===== src/rtl/drs_pkg.sv =====
package drs_pkg;

   typedef enum logic [2:0] {
      ST_PWR,
      ST_IDLE,
      ST_REQ,
      ST_CBR,
      ST_HOLD,
      ST_RASLO,
      ST_PRE,
      ST_DONE
   } seq_state_t;

   // ceiling division, never below one cycle
   function automatic int ns_to_cyc(input int ns, input int per);
      int c;
      c = (ns + per - 1) / per;
      return (c < 1) ? 1 : c;
   endfunction

   function automatic int t_ras_ns(input int grade);
      return (grade != 0) ? 70 : 60;
   endfunction

   function automatic int t_chr_ns(input int grade);
      return (grade != 0) ? 15 : 10;
   endfunction

   function automatic int t_rp_ns(input int grade);
      return (grade != 0) ? 50 : 40;
   endfunction

   localparam int T_CSR_NS = 5;
   localparam int T_RPC_NS = 5;

endpackage


===== src/rtl/drs_interval_timer.sv =====
module drs_interval_timer #(
   parameter int PERIOD = 16
) (
   input  logic clk,
   input  logic rst_n,
   input  logic en,
   output logic tick
);
   localparam int CW = (PERIOD > 1) ? $clog2(PERIOD) : 1;

   logic [CW-1:0] cnt;
   logic          at_end;

   assign at_end = (cnt == CW'(PERIOD - 1));
   assign tick   = en && at_end;

   always_ff @(posedge clk or negedge rst_n) begin
      if (!rst_n)
         cnt <= '0;
      else if (!en || at_end)
         cnt <= '0;
      else
         cnt <= cnt + 1'b1;
   end
endmodule


===== src/rtl/drs_backlog.sv =====
module drs_backlog #(
   parameter int DEPTH = 8
) (
   input  logic clk,
   input  logic rst_n,
   input  logic inc,
   input  logic dec,
   output logic nonzero,
   output logic overflow
);
   logic full;
   logic ovf_q;

   generate
      if (DEPTH == 1) begin : g_flag
         logic flag;
         always_ff @(posedge clk or negedge rst_n) begin
            if (!rst_n)
               flag <= 1'b0;
            else if (inc)
               flag <= 1'b1;
            else if (dec)
               flag <= 1'b0;
         end
         assign nonzero = flag;
         assign full    = flag && !dec;
      end else begin : g_count
         localparam int PW = $clog2(DEPTH + 1);
         logic [PW-1:0] cnt;
         always_ff @(posedge clk or negedge rst_n) begin
            if (!rst_n)
               cnt <= '0;
            else if (inc && !dec && cnt != PW'(DEPTH))
               cnt <= cnt + 1'b1;
            else if (dec && !inc && cnt != '0)
               cnt <= cnt - 1'b1;
         end
         assign nonzero = (cnt != '0);
         assign full    = (cnt == PW'(DEPTH)) && !dec;
      end
   endgenerate

   always_ff @(posedge clk or negedge rst_n) begin
      if (!rst_n)
         ovf_q <= 1'b0;
      else if (inc && full)
         ovf_q <= 1'b1;
   end

   assign overflow = ovf_q;
endmodule


===== src/rtl/drs_strobe_fsm.sv =====
module drs_strobe_fsm
   import drs_pkg::*;
#(
   parameter int INIT_CYCLES = 8,
   parameter int CSR_CYC     = 1,
   parameter int CHR_CYC     = 2,
   parameter int RASO_CYC    = 10,
   parameter int RP_CYC      = 8
) (
   input  logic clk,
   input  logic rst_n,
   input  logic pwr_done,
   input  logic ref_due,
   input  logic grant,
   output logic in_pwr,
   output logic req,
   output logic ras_n,
   output logic cas_n,
   output logic ready,
   output logic svc_done
);
   localparam int M1   = (CSR_CYC > CHR_CYC) ? CSR_CYC : CHR_CYC;
   localparam int M2   = (RASO_CYC > RP_CYC) ? RASO_CYC : RP_CYC;
   localparam int MAXC = (M1 > M2) ? M1 : M2;
   localparam int CW   = $clog2(MAXC + 1);
   localparam int IW   = $clog2(INIT_CYCLES + 1);

   seq_state_t    st, st_n;
   logic [CW-1:0] cnt, cnt_n;
   logic [IW-1:0] init_left;
   logic          work;
   logic          ras_q, cas_q, req_q;

   assign work = (init_left != '0) || ref_due;

   always_comb begin
      st_n  = st;
      cnt_n = (cnt != '0) ? cnt - 1'b1 : cnt;
      unique case (st)
         ST_PWR:   if (pwr_done) st_n = ST_IDLE;
         ST_IDLE:  if (work)     st_n = ST_REQ;
         ST_REQ:   if (grant) begin
                      st_n  = ST_CBR;
                      cnt_n = CW'(CSR_CYC - 1);
                   end
         ST_CBR:   if (cnt == '0) begin
                      st_n  = ST_HOLD;
                      cnt_n = CW'(CHR_CYC - 1);
                   end
         ST_HOLD:  if (cnt == '0) begin
                      st_n  = ST_RASLO;
                      cnt_n = CW'(RASO_CYC - 1);
                   end
         ST_RASLO: if (cnt == '0) begin
                      st_n  = ST_PRE;
                      cnt_n = CW'(RP_CYC - 1);
                   end
         ST_PRE:   if (cnt == '0) st_n = ST_DONE;
         ST_DONE:  st_n = ST_IDLE;
         default:  st_n = ST_PWR;
      endcase
   end

   always_ff @(posedge clk or negedge rst_n) begin
      if (!rst_n) begin
         st        <= ST_PWR;
         cnt       <= '0;
         ras_q     <= 1'b1;
         cas_q     <= 1'b1;
         req_q     <= 1'b0;
         init_left <= IW'(INIT_CYCLES);
      end else begin
         st    <= st_n;
         cnt   <= cnt_n;
         ras_q <= !(st_n == ST_HOLD || st_n == ST_RASLO);
         cas_q <= !(st_n == ST_CBR  || st_n == ST_HOLD);
         req_q <= (st_n != ST_PWR) && (st_n != ST_IDLE);
         if (st == ST_DONE && init_left != '0)
            init_left <= init_left - 1'b1;
      end
   end

   assign in_pwr   = (st == ST_PWR);
   assign req      = req_q;
   assign ras_n    = ras_q;
   assign cas_n    = cas_q;
   assign ready    = (init_left == '0);
   assign svc_done = (st == ST_DONE) && (init_left == '0);
endmodule


===== src/rtl/dram_refresh_seq.sv =====
module dram_refresh_seq
   import drs_pkg::*;
#(
   parameter int CLK_NS      = 5,
   parameter int SPEED_GRADE = 0,
   parameter int POWERUP_NS  = 200000,
   parameter int INIT_CYCLES = 8,
   parameter int REFRESH_NS  = 15625,
   parameter int PEND_DEPTH  = 8
) (
   input  logic clk,
   input  logic rst_n,
   input  logic bus_grant,
   output logic refresh_req,
   output logic ras_n,
   output logic cas_n,
   output logic we_n,
   output logic array_ready,
   output logic backlog_overflow
);
   localparam int PWR_CYC  = ns_to_cyc(POWERUP_NS, CLK_NS);
   localparam int REF_CYC  = ns_to_cyc(REFRESH_NS, CLK_NS);
   localparam int CSR_CYC  = ns_to_cyc(T_CSR_NS, CLK_NS);
   localparam int CHR_CYC  = ns_to_cyc(t_chr_ns(SPEED_GRADE), CLK_NS);
   localparam int RAS_CYC  = ns_to_cyc(t_ras_ns(SPEED_GRADE), CLK_NS);
   localparam int RP_NS    = (t_rp_ns(SPEED_GRADE) > T_RPC_NS) ? t_rp_ns(SPEED_GRADE) : T_RPC_NS;
   localparam int RP_CYC   = ns_to_cyc(RP_NS, CLK_NS);
   localparam int RASO_CYC = (RAS_CYC > CHR_CYC) ? RAS_CYC - CHR_CYC : 1;

   if (CLK_NS < 1)                     begin : g_bad_clk  $error("CLK_NS must be positive"); end
   if (SPEED_GRADE < 0 || SPEED_GRADE > 1) begin : g_bad_grd $error("SPEED_GRADE must be 0 or 1"); end
   if (INIT_CYCLES < 1)                begin : g_bad_init $error("INIT_CYCLES must be at least 1"); end
   if (PEND_DEPTH < 1)                 begin : g_bad_dep  $error("PEND_DEPTH must be at least 1"); end
   if (PWR_CYC < RP_CYC)               begin : g_bad_pwr  $error("power-up wait shorter than precharge"); end

   logic pwr_done, in_pwr, ref_tick, ref_due, svc_done, ready;

   drs_interval_timer #(.PERIOD(PWR_CYC)) u_pwr_timer (
      .clk(clk), .rst_n(rst_n), .en(in_pwr), .tick(pwr_done)
   );

   drs_interval_timer #(.PERIOD(REF_CYC)) u_ref_timer (
      .clk(clk), .rst_n(rst_n), .en(ready), .tick(ref_tick)
   );

   drs_backlog #(.DEPTH(PEND_DEPTH)) u_backlog (
      .clk(clk), .rst_n(rst_n), .inc(ref_tick), .dec(svc_done),
      .nonzero(ref_due), .overflow(backlog_overflow)
   );

   drs_strobe_fsm #(
      .INIT_CYCLES(INIT_CYCLES), .CSR_CYC(CSR_CYC), .CHR_CYC(CHR_CYC),
      .RASO_CYC(RASO_CYC), .RP_CYC(RP_CYC)
   ) u_fsm (
      .clk(clk), .rst_n(rst_n), .pwr_done(pwr_done), .ref_due(ref_due),
      .grant(bus_grant), .in_pwr(in_pwr), .req(refresh_req),
      .ras_n(ras_n), .cas_n(cas_n), .ready(ready), .svc_done(svc_done)
   );

   assign array_ready = ready;
   assign we_n        = 1'b1;
endmodule


===== config.mk =====
export PLATFORM = sky130hd
export DESIGN_NAME = dram_refresh_seq
export DESIGN_NICKNAME = d
export VERILOG_FILES = /design/src/rtl/drs_pkg.sv /design/src/rtl/drs_interval_timer.sv /design/src/rtl/drs_backlog.sv /design/src/rtl/drs_strobe_fsm.sv /design/src/rtl/dram_refresh_seq.sv
export SDC_FILE = /design/constraint.sdc
export NUM_CORES = 1
export LEC_CHECK = 0
export ABC_AREA = 1
export BUFFER_PORTS_ARGS = -buffer_cell sky130_fd_sc_hd__buf_4
export CORE_MARGIN = 4
export CORE_UTILIZATION = 40
export CTS_BUF_LIST = sky130_fd_sc_hd__clkbuf_8
export DETAILED_ROUTE_END_ITERATION = 16
export PLACE_DENSITY = 0.57
export SLEW_MARGIN = 20
export SYNTH_ARGS = -nofsm -noshare
export SYNTH_HDL_FRONTEND = slang
export SYNTH_SLANG_ARGS = --single-unit

===== constraint.sdc =====
create_clock -name clk -period 2.2 [get_ports clk]
set_clock_uncertainty 0.05 [all_clocks]
set_input_delay 0.44 -clock clk [delete_from_list [all_inputs] [get_ports clk]]
set_output_delay 0.44 -clock clk [all_outputs]
set_load 0.01 [all_outputs]

==> flow_summary_export.csv, run 1 <==
group,metric,value,unit
place,dp_hpwl,3.89,mm
cts,ctsHoldBuffers,0,
finish,nets,397,
cts,clockBufferDepth,2,
global_routing,grt_pass1_vias,2121,
sta,min_period,1.98,ns
global_routing,antenna_found_initial,0,
sta,max_freq,505,MHz
route,drt_iter0_drc,62,
synthesis,synth-seq-area-share,0.413,
critical_path,cpMostUsedCell,"nand2_1",
sta,rsz0062_at_grt,"no",
cts,cts_max_level,2,
synthesis,syn-num-nets,383,
critical_path,start_kind,"flop",
floorplan,ios,9,
outcome,status,"finished clean",
sta,relSlewSlack,0.606,
cts,cts_made_buffers,5,
critical_path,cp_data_required_time,2.36,ns
route,viasPerCell,4.71,
cts,clock_latency,0.30,ns
hold_path,hp-class,"in -> async",
cts,cts.sinks,47,
route,vias,2249,
sta,finalSetupViolCount,0,
floorplan,die_height,92.5,microns
sta,hold_violations,0,
floorplan,die_w,92.5,microns
floorplan,rows,30,
synthesis,syn-cell-area,2850,sq um
critical_path,r2r_slack,0.22,ns
finish,diodes,0,
sta,slew_viol_final,0,
place,place_ws,0.106,ns
global_routing,grt_overflow_total,0,
critical_path,critPathMaxFanout,4,
synthesis,avgSynthCellArea,7.78,sq um
synthesis,yosysWarnings,0,
finish,finalNonFillerCells,478,
global_routing,gr-usage-met3,0.0276,
global_routing,grt_pass1_wl,9.29,mm
floorplan,initial_core_util,0.415,
global_routing,grt_max_degree,48,
route,wl,5.22,mm
route,routedWlPerCell,10.9,microns
run,drv_cap,0,
sta,worstMarginPinSlew,0.592,ns
critical_path,rr_startpoint,"u_fsm.init_left[0]",
pwr,power_density,470,nW/um^2
pwr,ir_worst_vdd,0.000401,V
critical_path,worstPathArrival,2.14,ns
critical_path,cp-end-kind,"flop",
floorplan,fp.dieArea,8550,sq um
route,drc_errors,0,
place,dp_cells,469,
floorplan,core-area,6870,sq um
global_routing,met2_usage,0.208,
route,drt-pass1-iter-count,4,
finish,drive_above_1_share,0.152,
critical_path,cp_cell_sequence,"inv_1, ha_1, nand2_2, nor2_4, nand4_4, ha_1, nand2_1, nand2_1, a21oi_1, nand3b_1, nand2_1, nand2_1, nand2_1",
finish,synthToLayoutAreaGrowth,10.1,%
route,drt.antenna.violating_nets,0,
global_routing,grt.busiest_layer,"met2",
sta,tns,0,ns
synthesis,syn_inst,367,
finish,layout_common_cells,"nand2_1 (75), nor2_1 (56), inv_1 (52), dfrtp_1 (44), nand3_1 (19)",
sta,worst_slack,0.220,ns
synthesis,ys_ff_latch,47,
cts,cts_root_buffer,"clkbuf_8",
finish,fin_util,0.458,
critical_path,critPathKind,"reg -> reg",
cts,clkSlewWorstSetupHoldPaths,0.10,ns
global_routing,grtUsageTotal,0.132,
critical_path,critPathMaxStageDelay,0.40,ns
global_routing,grt_use_met1,0.181,
place,routabilityCongestion,0.834,
finish,final_common_cell,"nand2_1",
cts,cts_tree,"yes",
critical_path,cp_slowest_cell,"dfrtp_1",
place,port_buffers,7,
critical_path,crit_start,"u_fsm.init_left[0]",
synthesis,synth_cell_types,36,
pwr,power_leakage,0.00149,uW
sta,fin_crit_sh,0.900,
[synth_stat cells]
| master | number | area, sq um |
|---|---|---|
| nand2_4 | 2 | 22.5 |
| nand3b_1 | 1 | 7.51 |
| nor2_2 | 6 | 37.5 |
| ha_1 | 12 | 150 |
| nand2_2 | 7 | 43.8 |
| nor4_1 | 1 | 6.26 |
| dfstp_2 | 3 | 78.8 |
| buf_4 | 2 | 15.0 |
| o21ai_0 | 5 | 25.0 |
| dfrtp_1 | 44 | 1100 |
| nand3_2 | 2 | 20.0 |
| nand3_1 | 19 | 95.1 |
| conb_1 | 1 | 3.75 |
| nor2_1 | 56 | 210 |
| nand2_1 | 76 | 285 |
| inv_4 | 1 | 6.26 |
| nor2_4 | 4 | 45.0 |
| o21ai_2 | 2 | 17.5 |
| o21a_1 | 2 | 15.0 |
| inv_1 | 52 | 195 |
| xnor2_1 | 3 | 26.3 |
| fa_1 | 1 | 20.0 |
| o32ai_1 | 1 | 8.76 |
| xor2_2 | 1 | 16.3 |
| nor3_2 | 5 | 50.1 |
| o21ai_1 | 5 | 25.0 |
| inv_2 | 4 | 15.0 |
| o21bai_1 | 1 | 7.51 |
| or2_0 | 1 | 6.26 |
| a21oi_1 | 14 | 70.1 |
| nand4_1 | 10 | 62.6 |
| nand4_4 | 1 | 21.3 |
| nor3_1 | 9 | 45.0 |
| xor2_1 | 8 | 70.1 |
| a31oi_1 | 3 | 18.8 |
| buf_2 | 2 | 10.0 |
[per-layer routing]
| metal | part of all wire | routed length [microns] |
|---|---|---|
| met2 | 0.44 | 2320 |
| met3 | 0.025 | 133 |
| met5 | 0 | 0 |
| met1 | 0.52 | 2690 |
| met4 | 0.014 | 74 |
[registers in the layout (all words and copies together) (netlist names)]
register	flops
u_fsm.st	3
u_fsm.cas_n	1
u_fsm.ras_n	1
u_ref_timer.cnt	12
u_pwr_timer.cnt	16
u_backlog.overflow	1
u_fsm.cnt	4
u_backlog.g_count.cnt	4
u_fsm.req	1
u_fsm.init_left	4
[cell families (layout without fill, tap and decap cells)]
logic type,after synthesis,in the layout,share of synthesized area
simple gates,200,200,0.336
xor+xnor,12,12,0.0395
fa+ha+maj,13,13,0.0596
compound gates,33,33,0.0658
other cells,1,1,0.00131
flops,47,47,0.413
buf+inv,61,76,0.0846
[critical path, delay by kind of cell, from the launching register on]
kind	cells	cell delay [ns]
compound gates	1	0.15
fa+ha+maj	2	0.49
buf+inv	1	0.08
flops	1	0.40
simple gates	9	0.71
[through the flow]
step	instance area, sq um	power, uW	hold WS [ns]
finish	3140	1480	0.0835
global route	3140	1530	0.134
CTS	3130	1500	0.110
detailed placement	3020	902	0.412
global placement	3020	902	0.406
floorplan	2850	883	0.0944
[final timing paths]
| path | endpoint | cells past startpoint |
|---|---|---|
| max in group asynchronous | u_pwr_timer.cnt[2] | 1 |
| setup / recovery | u_backlog.g_count.cnt[3] | 13 |
| hold reg to reg | u_fsm.init_left[0] | 1 |
| min in group clk | u_fsm.init_left[0] | 1 |
| hold / removal | u_backlog.overflow | 1 |
| setup reg to reg | u_backlog.g_count.cnt[3] | 13 |
[repair_timing]
action,in CTS,in global routing
buffers inserted,0,1
endpoints found under the setup margin,0,1
gates resized for setup,0,2
endpoints found under the hold margin,0,0
[where the power goes]
part / internal, uW / switching, uW / total (uW) / leakage, uW
logic: 2.40 / 17.5 / 19.9 / 0.000809
clock network: 286 / 307 / 593 / 0.0000505
registers: 863 / 0 / 863 / 0.000627
[final cells by class]
class,count,area (sq um)
Fill cell,690,3730
Multi-Input combinational cell,259,1440
Sequential cell,47,1180
Inverter,57,216
Tap cell,96,120
Clock buffer,7,96.3
Timing Repair Buffer,11,82.6
Clock inverter,1,7.51
Power figures use the tool's default switching activity.
==> run 2, diff against run 1 <==
Settings changed: CORE_UTILIZATION 40 to 55, PLACE_DENSITY 0.57 to 0.74.
==> flow_summary_export.csv, run 2 (same netlist as run 1, synthesis figures left out) <==
group,metric,value,unit
floorplan,ios,9,
critical_path,cp_slowest_cell,"dfrtp_1",
sta,fin_crit_sh,0.917,
pwr,power_density,445,nW/um^2
critical_path,cpMostUsedCell,"nand2_1",
global_routing,grtUsageTotal,0.183,
global_routing,grt_pass1_vias,2201,
floorplan,rows,25,
cts,ctsHoldBuffers,0,
finish,regMostFlops,"u_pwr_timer.cnt",
critical_path,rr_worst_depth,11,
route,wl,5.10,mm
critical_path,critPathMaxStageDelay,0.39,ns
place,dp_hpwl,3.76,mm
critical_path,worstPathArrival,2.17,ns
route,met2_length,2.32,mm
finish,reg_top3,"u_pwr_timer.cnt (16), u_ref_timer.cnt (12)",
route,wl_met3,170,microns
sta,worst_slack,0.183,ns
sta,hold_violations,0,
critical_path,cp_cell_sequence,"inv_1, ha_2, nand2_2, nor2_4, nand4_4, ha_1, a21oi_2, nand3b_1, nand2_1, nand2_1, nand2_1",
sta,slew_viol_final,0,
finish,nets,398,
floorplan,fp.dieArea,6410,sq um
global_routing,grt_overflow_total,0,
sta,min_period,2.02,ns
finish,drive_above_1_share,0.162,
route,viasPerCell,4.99,
cts,cts_tree,"yes",
global_routing,grt_pass1_wl,9.43,mm
sta,finalSetupViolCount,0,
global_routing,antenna_found_initial,0,
finish,finalNonFillerCells,450,
critical_path,rr_startpoint,"u_fsm.init_left[0]",
outcome,status,"finished clean",
place,dp_cells,440,
cts,clkSlewWorstSetupHoldPaths,0.09,ns
floorplan,die_height,80.0,microns
critical_path,start_kind,"flop",
critical_path,worst_r2r_endpoint,"u_backlog.g_count.cnt[3]",
critical_path,critPathMaxFanout,6,
hold_path,hp-class,"in -> async",
sta,worstMarginPinSlew,0.579,ns
cts,clock_latency,0.30,ns
finish,synthToLayoutAreaGrowth,9.12,%
sta,tns,0,ns
critical_path,cp_data_required_time,2.35,ns
route,drt_iter0_drc,57,
place,routabilityCongestion,0.806,
cts,cts.sinks,47,
sta,relSlewSlack,0.614,
finish,fill_cells,450,
route,wl_met1,2.53,mm
pwr,total_power,1390,uW
route,drc_errors,0,
route,routedWlPerCell,11.3,microns
pwr,power_leakage,0.00148,uW
critical_path,critPathKind,"reg -> reg",
global_routing,grt_max_degree,48,
route,topRoutingLayerUsed,"met4",
finish,largest_register_ffs,16,
pwr,ir_worst_vdd,0.000437,V
route,drt-pass1-iter-count,4,
sta,max_freq,496,MHz
finish,fin_area,3110,sq um
floorplan,initial_core_util,0.585,
critical_path,cp_top_family,"simple AND/OR/NAND/NOR gates",
place,place_ws,0.117,ns
critical_path,crit_buf_inv,1,
place,port_buffers,7,
cts,clockBufferDepth,2,
floorplan,die_w,80.0,microns
cts,cts_max_level,2,
cts,cts_made_buffers,5,
critical_path,r2r_slack,0.18,ns
place,place_area,2990,sq um
run,drv_cap,0,
finish,layout_common_cells,"nand2_1 (75), nor2_1 (56), inv_1 (52), dfrtp_1 (44), nand3_1 (19)",
route,vias,2245,
route,drt.antenna.violating_nets,0,
finish,diodes,0,
sta,rsz0062_at_grt,"no",
cts,cts_root_buffer,"clkbuf_8",
critical_path,cp-end-kind,"flop",
floorplan,core-area,4880,sq um
finish,final_common_cell,"nand2_1",
run 2: how the worst max path moves through the flow:
stage / slack (ns) / depth (start not counted) / startpoint / to
2_1_floorplan: 0.24 / 13 / u_fsm.init_left[0] / u_backlog.g_count.cnt[3]
3_3_place_gp: 0.17 / 13 / u_fsm.init_left[0] / u_backlog.g_count.cnt[3]
3_5_place_dp: 0.12 / 13 / u_fsm.init_left[0] / u_backlog.g_count.cnt[3]
4_1_cts: 0.11 / 13 / u_fsm.init_left[0] / u_backlog.g_count.cnt[3]
5_1_grt: 0.01 / 11 / u_ref_timer.cnt[0] / u_backlog.g_count.cnt[3]
6_report: 0.18 / 11 / u_fsm.init_left[0] / u_backlog.g_count.cnt[3]
run 2: routing by layer:
| metal | up-vias | global-route usage |
|---|---|---|
| met3 | 9 | 0.0339 |
| li1 | 1187 | - |
| met4 | 0 | 0.0709 |
| met1 | 1017 | 0.239 |
| met5 | - | 0 |
| met2 | 32 | 0.298 |
run 2: where the power goes:
group	total [uW]	switching, uW	internal [uW]
combinational	19.4	17.0	2.40
clock	504	286	218
sequential	863	0	863
total	1390	303	1080
run 2: per-stage QoR:
stage	hold slack (ns)	utilization
after global placement	0.399	0.612
after global routing	0.122	0.638
after CTS	0.104	0.630
after floorplan	0.0944	-
after detailed placement	0.398	0.612
final	0.0816	0.638
run 2: repair_timing:
item                       in CTS  in global routing
setup endpoints to repair       0                  1
resized for setup               0                  6
setup buffers                   0                  2
run 2: final cells by class:
type                    instances  area (sq um)  share of cell area
clock buffers                   5          68.8              0.0221
clock inverters                 3          16.3             0.00522
inverters                      57           216              0.0695
multi-input cells             259          1460               0.468
flip-flops and latches         47          1180               0.379
well taps                      67          83.8              0.0269
repair buffers                 12          90.1              0.0289
